$ cat config.mk
export PLATFORM = sky130hd
export DESIGN_NAME = dram_bank_timer
export DESIGN_NICKNAME = d
export VERILOG_FILES = /design/src/rtl/dbt_pkg.sv /design/src/rtl/dbt_since_counter.sv /design/src/rtl/dbt_read_pipe.sv /design/src/rtl/dram_bank_timer.sv
export SDC_FILE = /design/constraint.sdc
export NUM_CORES = 1
export LEC_CHECK = 0
export BUFFER_PORTS_ARGS = -buffer_cell sky130_fd_sc_hd__buf_4
export CORE_UTILIZATION = 40
export CTS_BUF_LIST = sky130_fd_sc_hd__clkbuf_4
export DETAILED_ROUTE_END_ITERATION = 10
export GPL_TIMING_DRIVEN = 0
export SLEW_MARGIN = 20
export SYNTH_ARGS = -nofsm -noshare
export SYNTH_HDL_FRONTEND = slang
export SYNTH_HIERARCHICAL = 1
export SYNTH_SLANG_ARGS = --single-unit
$ cat constraint.sdc
create_clock -name clk -period 2.1 [get_ports clk]
set_input_delay 0.105 -clock clk [delete_from_list [all_inputs] [get_ports clk]]
set_output_delay 0.105 -clock clk [all_outputs]
set_load 0.005 [all_outputs]
$ cat src/rtl/dbt_pkg.sv
package dbt_pkg;
    typedef enum logic [1:0] {
        OP_ACT = 2'd0,
        OP_RD  = 2'd1,
        OP_WR  = 2'd2,
        OP_PRE = 2'd3
    } bank_op_e;

    typedef enum logic [1:0] {
        CLS_NONE     = 2'd0,
        CLS_HIT      = 2'd1,
        CLS_EMPTY    = 2'd2,
        CLS_CONFLICT = 2'd3
    } access_cls_e;
endpackage

$ cat src/rtl/dbt_since_counter.sv
// Saturating elapsed-cycle counter: reads k at the k-th edge after a restart.
module dbt_since_counter #(
    parameter int LIMIT = 38,
    localparam int W = $clog2(LIMIT + 1)
) (
    input  logic         clk,
    input  logic         rst_n,
    input  logic         restart,
    output logic [W-1:0] elapsed
);
    localparam logic [W-1:0] LIM = W'(LIMIT);

    logic [W-1:0] cnt_d, cnt_q;

    always_comb begin
        cnt_d = cnt_q;
        if (restart)
            cnt_d = W'(1);
        else if (cnt_q < LIM)
            cnt_d = cnt_q + W'(1);
    end

    always_ff @(posedge clk) begin
        if (!rst_n) cnt_q <= LIM;   // all windows already satisfied after reset
        else        cnt_q <= cnt_d;
    end

    assign elapsed = cnt_q;
endmodule

$ cat src/rtl/dbt_read_pipe.sv
// CAS-latency delay line followed by a burst-length down counter.
module dbt_read_pipe #(
    parameter int CL = 16,
    parameter int BL = 8,
    localparam int BW = $clog2(BL + 1)
) (
    input  logic clk,
    input  logic rst_n,
    input  logic launch,
    output logic data_valid
);
    typedef struct packed {
        logic [CL-1:0] pipe;
        logic [BW-1:0] left;
    } rp_state_t;

    rp_state_t st_d, st_q;

    always_comb begin
        st_d = st_q;
        st_d.pipe = CL'({st_q.pipe, launch});
        if (st_q.pipe[CL-1])
            st_d.left = BW'(BL);
        else if (st_q.left != '0)
            st_d.left = st_q.left - BW'(1);
    end

    always_ff @(posedge clk) begin
        if (!rst_n) st_q <= '0;
        else        st_q <= st_d;
    end

    assign data_valid = (st_q.left != '0);

    // a strobe never starts unless the delay line delivered a read
    a_r8_strobe_source: assert property (@(posedge clk) disable iff (!rst_n)
        $rose(data_valid) |-> $past(st_q.pipe[CL-1]));
endmodule

$ cat src/rtl/dram_bank_timer.sv
module dram_bank_timer
    import dbt_pkg::*;
#(
    parameter int ROW_W = 14,
    parameter int CL    = 16,
    parameter int TRCD  = 18,
    parameter int TRP   = 18,
    parameter int TRAS  = 38,
    parameter int BL    = 8
) (
    input  logic             clk,
    input  logic             rst_n,
    input  logic             cmd_valid,
    input  logic [1:0]       cmd_op,
    input  logic [ROW_W-1:0] cmd_row,
    output logic             cmd_err,
    output logic [1:0]       acc_cls,
    output logic             acc_cls_valid,
    output logic             row_open,
    output logic [ROW_W-1:0] open_row,
    output logic             rd_valid
);
    localparam int ACT_LIM = (TRAS > TRCD) ? TRAS : TRCD;
    localparam int AW = $clog2(ACT_LIM + 1);
    localparam int PW = $clog2(TRP + 1);
    localparam int CW = $clog2(BL + 1);

    typedef struct packed {
        logic             open;
        logic [ROW_W-1:0] row;
        logic             err;
        access_cls_e      cls;
        logic             cls_vld;
    } bank_state_t;

    bank_state_t st_d, st_q;
    bank_op_e    op;
    access_cls_e cls_now;
    logic        legal, accept, is_col;
    logic        rs_act, rs_pre, rs_col, launch_rd;
    logic [AW-1:0] since_act;
    logic [PW-1:0] since_pre;
    logic [CW-1:0] since_col;

    dbt_since_counter #(.LIMIT(ACT_LIM)) u_act_cnt (
        .clk(clk), .rst_n(rst_n), .restart(rs_act), .elapsed(since_act));
    dbt_since_counter #(.LIMIT(TRP)) u_pre_cnt (
        .clk(clk), .rst_n(rst_n), .restart(rs_pre), .elapsed(since_pre));
    dbt_since_counter #(.LIMIT(BL)) u_col_cnt (
        .clk(clk), .rst_n(rst_n), .restart(rs_col), .elapsed(since_col));
    dbt_read_pipe #(.CL(CL), .BL(BL)) u_rd_pipe (
        .clk(clk), .rst_n(rst_n), .launch(launch_rd), .data_valid(rd_valid));

    always_comb begin
        op      = bank_op_e'(cmd_op);
        is_col  = (op == OP_RD) || (op == OP_WR);
        cls_now = CLS_NONE;
        legal   = 1'b0;
        case (op)
            OP_ACT: legal = !st_q.open && (since_pre >= PW'(TRP));
            OP_PRE: legal = st_q.open && (since_act >= AW'(TRAS));
            default: begin
                if (!st_q.open)             cls_now = CLS_EMPTY;
                else if (st_q.row == cmd_row) cls_now = CLS_HIT;
                else                        cls_now = CLS_CONFLICT;
                legal = (cls_now == CLS_HIT) && (since_act >= AW'(TRCD))
                        && (since_col >= CW'(BL));
            end
        endcase
        accept    = cmd_valid && legal;
        rs_act    = accept && (op == OP_ACT);
        rs_pre    = accept && (op == OP_PRE);
        rs_col    = accept && is_col;
        launch_rd = accept && (op == OP_RD);

        st_d         = st_q;
        st_d.err     = cmd_valid && !legal;
        st_d.cls_vld = cmd_valid && is_col;
        st_d.cls     = cmd_valid ? cls_now : CLS_NONE;
        if (rs_act) begin
            st_d.open = 1'b1;
            st_d.row  = cmd_row;
        end
        if (rs_pre)
            st_d.open = 1'b0;
    end

    always_ff @(posedge clk) begin
        if (!rst_n) st_q <= '{open: 1'b0, row: '0, err: 1'b0, cls: CLS_NONE, cls_vld: 1'b0};
        else        st_q <= st_d;
    end

    assign cmd_err       = st_q.err;
    assign acc_cls       = st_q.cls;
    assign acc_cls_valid = st_q.cls_vld;
    assign row_open      = st_q.open;
    assign open_row      = st_q.row;

    // a row only opens on an open-row command
    a_r2_open_needs_act: assert property (@(posedge clk) disable iff (!rst_n)
        $rose(row_open) |-> $past(cmd_valid && cmd_op == 2'd0));
    // a row only closes on a close command
    a_r4_close_needs_pre: assert property (@(posedge clk) disable iff (!rst_n)
        $fell(row_open) |-> $past(cmd_valid && cmd_op == 2'd3));
    // an error pulse follows a presented command and the bank state holds
    a_r6_err_after_cmd: assert property (@(posedge clk) disable iff (!rst_n)
        cmd_err |-> $past(cmd_valid));
    a_r6_err_keeps_state: assert property (@(posedge clk) disable iff (!rst_n)
        cmd_err |-> ($stable(row_open) && $stable(open_row)));
    // an accepted column access is always a hit
    a_r7_accept_is_hit: assert property (@(posedge clk) disable iff (!rst_n)
        (acc_cls_valid && !cmd_err) |-> (acc_cls == 2'd1));
endmodule

After elaboration in Yosys (flattened, before gate mapping)
Index checks and enable logic that the tools add are counted.

word-level totals
  word-level logic and storage cells = 70
  output and inout bits = 20
  register bits after elaboration = 54

cells by class
  reduce and logical (&&, ||, !) cells = 26
  mux-type cells = 12
  equal/unequal tests = 5
  add/sub/neg operators = 4
  bitwise logic cells = 2
  order comparisons = 7

operators with widths
  kind                 number
  $mux 4               4
  $eq 14x14->1         1
  $mux 6               2
  $logic_and 1x1->1    11
  $mux 5               2
  $reduce_or 2->1      5
  $reduce_bool 2->1    4
  $add 6x1->6 const B  1
  $ge 6x5->1 const B   1
  $ge 6x6->1 const B   1
  $lt 6x6->1 const B   1
  $mux 2               3
  $add 5x1->5 const B  1
  $ge 5x5->1 const B   1
  $lt 5x5->1 const B   1
  $add 4x1->4 const B  1
  $eq 2x1->1 const B   2
  $eq 2x2->1 const B   2
  $ge 4x4->1 const B   1
  $lt 4x4->1 const B   1
  $reduce_bool 4->1    1
  $reduce_or 4->1      1
  $sub 4x1->4 const B  1
  $logic_not 1->1      2
  4 further kinds      5

Logic depth before layout (Yosys ltp)
  depth in word-level cells = 11
  depth in mapped cells = 11

Hierarchy
Netlist, hierarchy kept.

by module, submodules not included
  module                          instances  cells an instance  area each (um^2)
  dram_bank_timer                 1          124                1,091.0
  dbt_read_pipe                   1          55                 635.6
  dbt_since_counter at u_act_cnt  1          36                 330.3
  dbt_since_counter at u_pre_cnt  1          21                 215.2
  dbt_since_counter at u_col_cnt  1          15                 158.9

Least setup slack after synthesis
Ideal clock, no wire load.

  path type = reg2reg
  start = register u_act_cnt.cnt_q[2] (netlist: u_act_cnt/elapsed[2])
  end = register u_act_cnt.cnt_q[2] (netlist: u_act_cnt/elapsed[2])
  cell stages (with the launch flop) = 10
  clock period less this slack = 2.144 ns
  arrival = 2.049 ns
  slack = -0.044 ns
  data required time = 2.005 ns
  buffers on the path = 2
  setup time = 0.095 ns
  path through = dfxtp_1 nor4_1 nor2_1 and3_1 a32o_2 buf_6 buf_12 or4b_1 o311a_1 o311ai_1

on the way
  cells in the longest elaborated chain, start to end = 7
  elaborated cells between the ends (all ways) = 13

ends and longest elaborated chain
  item                                                RTL line                 RTL
  from (decl)                                         dbt_since_counter.sv:13  logic [W-1:0] cnt_d, cnt_q;
  from (signal assigned)                              dbt_since_counter.sv:25  else cnt_q <= cnt_d;
  $ge 6x5->1                                          dram_bank_timer.sv:66    legal = (cls_now == CLS_HIT) && (since_act >= AW'(TRCD))
  $logic_and 1x1->1                                   dram_bank_timer.sv:66
  $logic_and 1x1->1                                   dram_bank_timer.sv:67    && (since_col >= CW'(BL));
  $pmux 1 s2 *                                        dram_bank_timer.sv:59    case (op)
  $logic_and 1x1->1 *                                 dram_bank_timer.sv:70    accept = cmd_valid && legal;
  $logic_and 1x1->1 *                                 dram_bank_timer.sv:71    rs_act = accept && (op == OP_ACT);
  net rs_act                                          dram_bank_timer.sv:40    logic rs_act, rs_pre, rs_col, launch_rd;
  $mux 6 / $reduce_bool 2->1 (equally long branches)  n/a

Mark *: on every way through the listed nets, which the timed path passes. The rest lies on a longest branch. The select of a mux whose other input is x is not followed.
A chain may end at the register's enable or synchronous reset.

Worst setup path after layout
  start = register u_act_cnt.cnt_q[2] (netlist: u_act_cnt/elapsed[2])
  end = register u_act_cnt.cnt_q[2] (netlist: u_act_cnt/elapsed[2])

on the way
  cells in the longest elaborated chain, start to end = 7
  elaborated cells between the ends (all ways) = 13

ends and longest elaborated chain
  item                                                RTL line
  $ge 6x5->1                                          dram_bank_timer.sv:66
  $logic_and 1x1->1                                   dram_bank_timer.sv:66
  $logic_and 1x1->1                                   dram_bank_timer.sv:67
  $pmux 1 s2                                          dram_bank_timer.sv:59
  $logic_and 1x1->1                                   dram_bank_timer.sv:70
  $logic_and 1x1->1                                   dram_bank_timer.sv:71
  $mux 6 / $reduce_bool 2->1 (equally long branches)  n/a

Several ways; a longest one is shown, not always the timed one. The select of a mux whose other input is x is not followed.

==> results.sh <==
export IMPL_ios=39
export IMPL_clockBufferDepth=2
export IMPL_route_vias_total=1915
export IMPL_fin_ws_ns=-0.00288
export IMPL_initial_core_util_pct=41.3
export IMPL_syn_area_um2=2430
export IMPL_worstPathRequired_ns=2.39
export IMPL_placed_cells_incl_taps=364
export IMPL_final_layout_size_suffix_gt1_share_pct=24.5
export IMPL_dieArea_um2=6390
export IMPL_skew_ns=0.00950
export IMPL_die_h_um=80.0
export IMPL_r2r_start="u_act_cnt/elapsed[2]"
export IMPL_outcome="complete, but fails checks"
export IMPL_synth_commonest_cells="dfxtp_1 (54), nand2_1 (35), and2_1 (17)"
export IMPL_synth_top_area_cell="dfxtp_1"
export IMPL_finalNetCount=340
export IMPL_clk_pin_slew_ns=0.16
export IMPL_wl_um=5020
export IMPL_start_kind="register"
export IMPL_wire_per_inst_um=12.9
export IMPL_core_rowCount=28
export IMPL_min_to="cmd_err"
export IMPL_overflow=0
export IMPL_tns_ns=-0.00288
export IMPL_yosys_register_bits=54
export IMPL_grt_pass1_wl_um=8160
export IMPL_final_cells=389
export IMPL_area_growth_synth_to_final_pct=29.2
export IMPL_hold_start="cmd_valid"
export IMPL_grt_antenna_before_repair=0
export IMPL_slew_viol_final=0
export IMPL_vias_per_cell=4.92
export IMPL_syn_inst=251
export IMPL_cp_max_fo=12
export IMPL_worst_r2r_setup_slack_ns=-0.003
export IMPL_cts_buffers=5
export IMPL_slew_limit_headroom_pct=68.0
export IMPL_cellPowerDensity_nw_per_um2=704
export IMPL_grt_max_degree=26
export IMPL_fin_crit_ns=2.10
export IMPL_leakagePower_nw=1.27
export IMPL_synth_edf_count=0
export IMPL_clkLatencyLatePin_ns=0.36
export IMPL_grt_usage_pct=16.4
export IMPL_yosysWarnings=6
export IMPL_numPortBuffers=38
export IMPL_synth_top_cells_by_area="dfxtp_1 (44%), mux2i_1 (6.2%), nand2_1 (5.4%)"
export IMPL_cts_sinks=54
export IMPL_reg2reg_depth=8
export IMPL_first_iter_violations=66
export IMPL_cts_tree="yes"
export IMPL_avgSynthCellArea_um2=9.69
export IMPL_grt_pass1_vias=1746
export IMPL_stdcell_area_um2=3140
export IMPL_synth_distinct_cells=47
export IMPL_antenna_left=0
export IMPL_min_path_cells=2
export IMPL_ys_flop_type="dfxtp_1"
export IMPL_cts_htree_levels=2
export IMPL_hp_class="input pin to register"
export IMPL_finalSetupViolations=1
export IMPL_synth_nets=278
export IMPL_coreArea_um2=5890
export IMPL_root_buffer="clkbuf_4"
export IMPL_diodes=0
export IMPL_hold_violations=0
export IMPL_postSynth_asyncResetShare_pct=0
export IMPL_crit_type="register to register"
export IMPL_fillerInstances=559
export IMPL_rsz0062_at_grt="true"
export IMPL_routabilityCongestion=0.727
export IMPL_hpwl_um=3350
export IMPL_cp_end_kind="register"
export IMPL_synth_top_area_share_pct=44.5
export IMPL_fin_crit_sh_pct=100
export IMPL_synth_seq_area_share_pct=44.5
export IMPL_failed_checks="negative setup slack"
export IMPL_clock_fmax_ghz=0.476
export IMPL_dp_worst_setup_slack_ns=-0.139
export IMPL_die_w_um=80.0
export IMPL_drtPass1Iterations=4
export IMPL_yosysMostFrequentCell="dfxtp_1"
export IMPL_r2r_end="u_act_cnt/elapsed[2]"
export IMPL_worst_pin_slew_ns=0.480
export IMPL_ir_drop_mv=0.502
export IMPL_cp_data_arrival_time_ns=2.39
export IMPL_route_detailed_drc=0
export IMPL_placed_area_um2=2820
export IMPL_drv_cap=0
export IMPL_final_core_util_pct=53.4
[per-layer routing]
| layer | share of wire, % | vias to the layer above | track usage, % |
|---|---|---|---|
| li1 | - | 987 | - |
| met1 | 47 | 888 | 20.8 |
| met2 | 49 | 38 | 28.0 |
| met3 | 3.5 | 2 | 3.66 |
| met4 | 0.48 | 0 | 4.11 |
| met5 | 0 | - | 0 |
[cells in the final DEF, fill, tap and decap left out, types with 2 or more instances in the layout]
cell type and instances:
dfxtp_1 47, buf_4 41, nand2_1 35, and2_1 17, mux2i_1 15, dlygate4sd3_1 14
xnor2_1 13, nor2_1 12, inv_1 10, ha_1 8, nand3_1 7, o21ai_0 7
a31oi_1 5, clkbuf_4 5, o21a_1 4, nand2b_1 4, nand4_1 4, and3_1 4
clkbuf_1 4, dfxtp_2 4, xor2_1 4, xor2_2 3, nand4b_1 3, dfxtp_4 3
a211oi_4 2, nor4_1 2, nor4_2 2, nor2b_1 2, buf_6 2, a21oi_1 2
[worst max-delay path by stage]
stage,start,end,slack [ns],cells after the start
2_1_floorplan,u_act_cnt/elapsed[1],u_act_cnt/elapsed[2],0.006,9
3_3_place_gp,u_act_cnt/elapsed[3],u_act_cnt/elapsed[2],-0.13,9
3_5_place_dp,row_open,u_act_cnt/elapsed[2],-0.14,9
4_1_cts,u_act_cnt/elapsed[1],u_act_cnt/elapsed[2],-0.02,8
5_1_grt,u_act_cnt/elapsed[2],u_act_cnt/elapsed[2],-0.07,8
6_report,u_act_cnt/elapsed[2],u_act_cnt/elapsed[2],-0.003,8
[flip-flops by register name, summed over array words and instances, names as in the netlist]
| register | flops |
|---|---|
| u_rd_pipe/st_d | 15 |
| open_row | 14 |
| u_act_cnt/elapsed | 6 |
| u_pre_cnt/elapsed | 5 |
| u_rd_pipe/st_q | 5 |
| u_col_cnt/elapsed | 4 |
| acc_cls | 2 |
| acc_cls_valid | 1 |
| cmd_err | 1 |
| row_open | 1 |
[area by class of cell]
type	count	area, um2	share of cell area (%)
inverter	10	37.5	1.19
multi-input combinational	179	1320	41.9
tap	75	93.8	2.99
clock buffer	5	37.5	1.19
timing repair buffer	56	480	15.3
sequential	54	1100	34.9
buffer	7	57.6	1.83
clock inverter	3	21.3	0.677
[stage by stage]
stage / hold slack [ns] / power (mW)
floorplan: 0.179 / 1.55
global placement: 0.378 / 1.69
detailed placement: 0.386 / 1.70
CTS: 0.0392 / 2.21
global route: 0.0223 / 2.35
finish: 0.0426 / 2.21
[where the power goes]
| part | internal, mW | total (mW) | switching, mW | leakage (nW) |
|---|---|---|---|---|
| registers | 1.09 | 1.16 | 0.0641 | 0.439 |
| logic | 0.322 | 0.593 | 0.271 | 0.803 |
| clock network | 0.131 | 0.464 | 0.333 | 0.0312 |
| total | 1.55 | 2.21 | 0.667 | 1.27 |
[what timing repair did]
action | 4_1_cts | 5_1_grt
endpoints found under the setup margin | 1 | 4
cloned | 1 | 0
pin swaps | 3 | 3
buffers inserted | 3 | 0
hold buffers | 14 | 0
gates resized for setup | 12 | 8
endpoints found under the hold margin | 14 | 0
[worst max-delay path, cell delays in order (launching register included)]
cell and delay [ns]:
dfxtp_4 0.39, a211oi_4 0.24, o22ai_2 0.11, o21a_1 0.20, a32o_2 0.27, buf_12 0.15
or4b_1 0.46, o311a_1 0.13, o311ai_2 0.06
[kinds of logic after synthesis]
kind of cell / Yosys count / share of synthesized area (%)
simple gates: 102 / 21.9
flops: 54 / 44.5
compound gates: 33 / 11.3
xor+xnor: 20 / 7.21
buf+inv: 18 / 4.37
mux: 16 / 6.64
fa+ha+maj: 8 / 4.12
(Power assumes the default switching activity.)
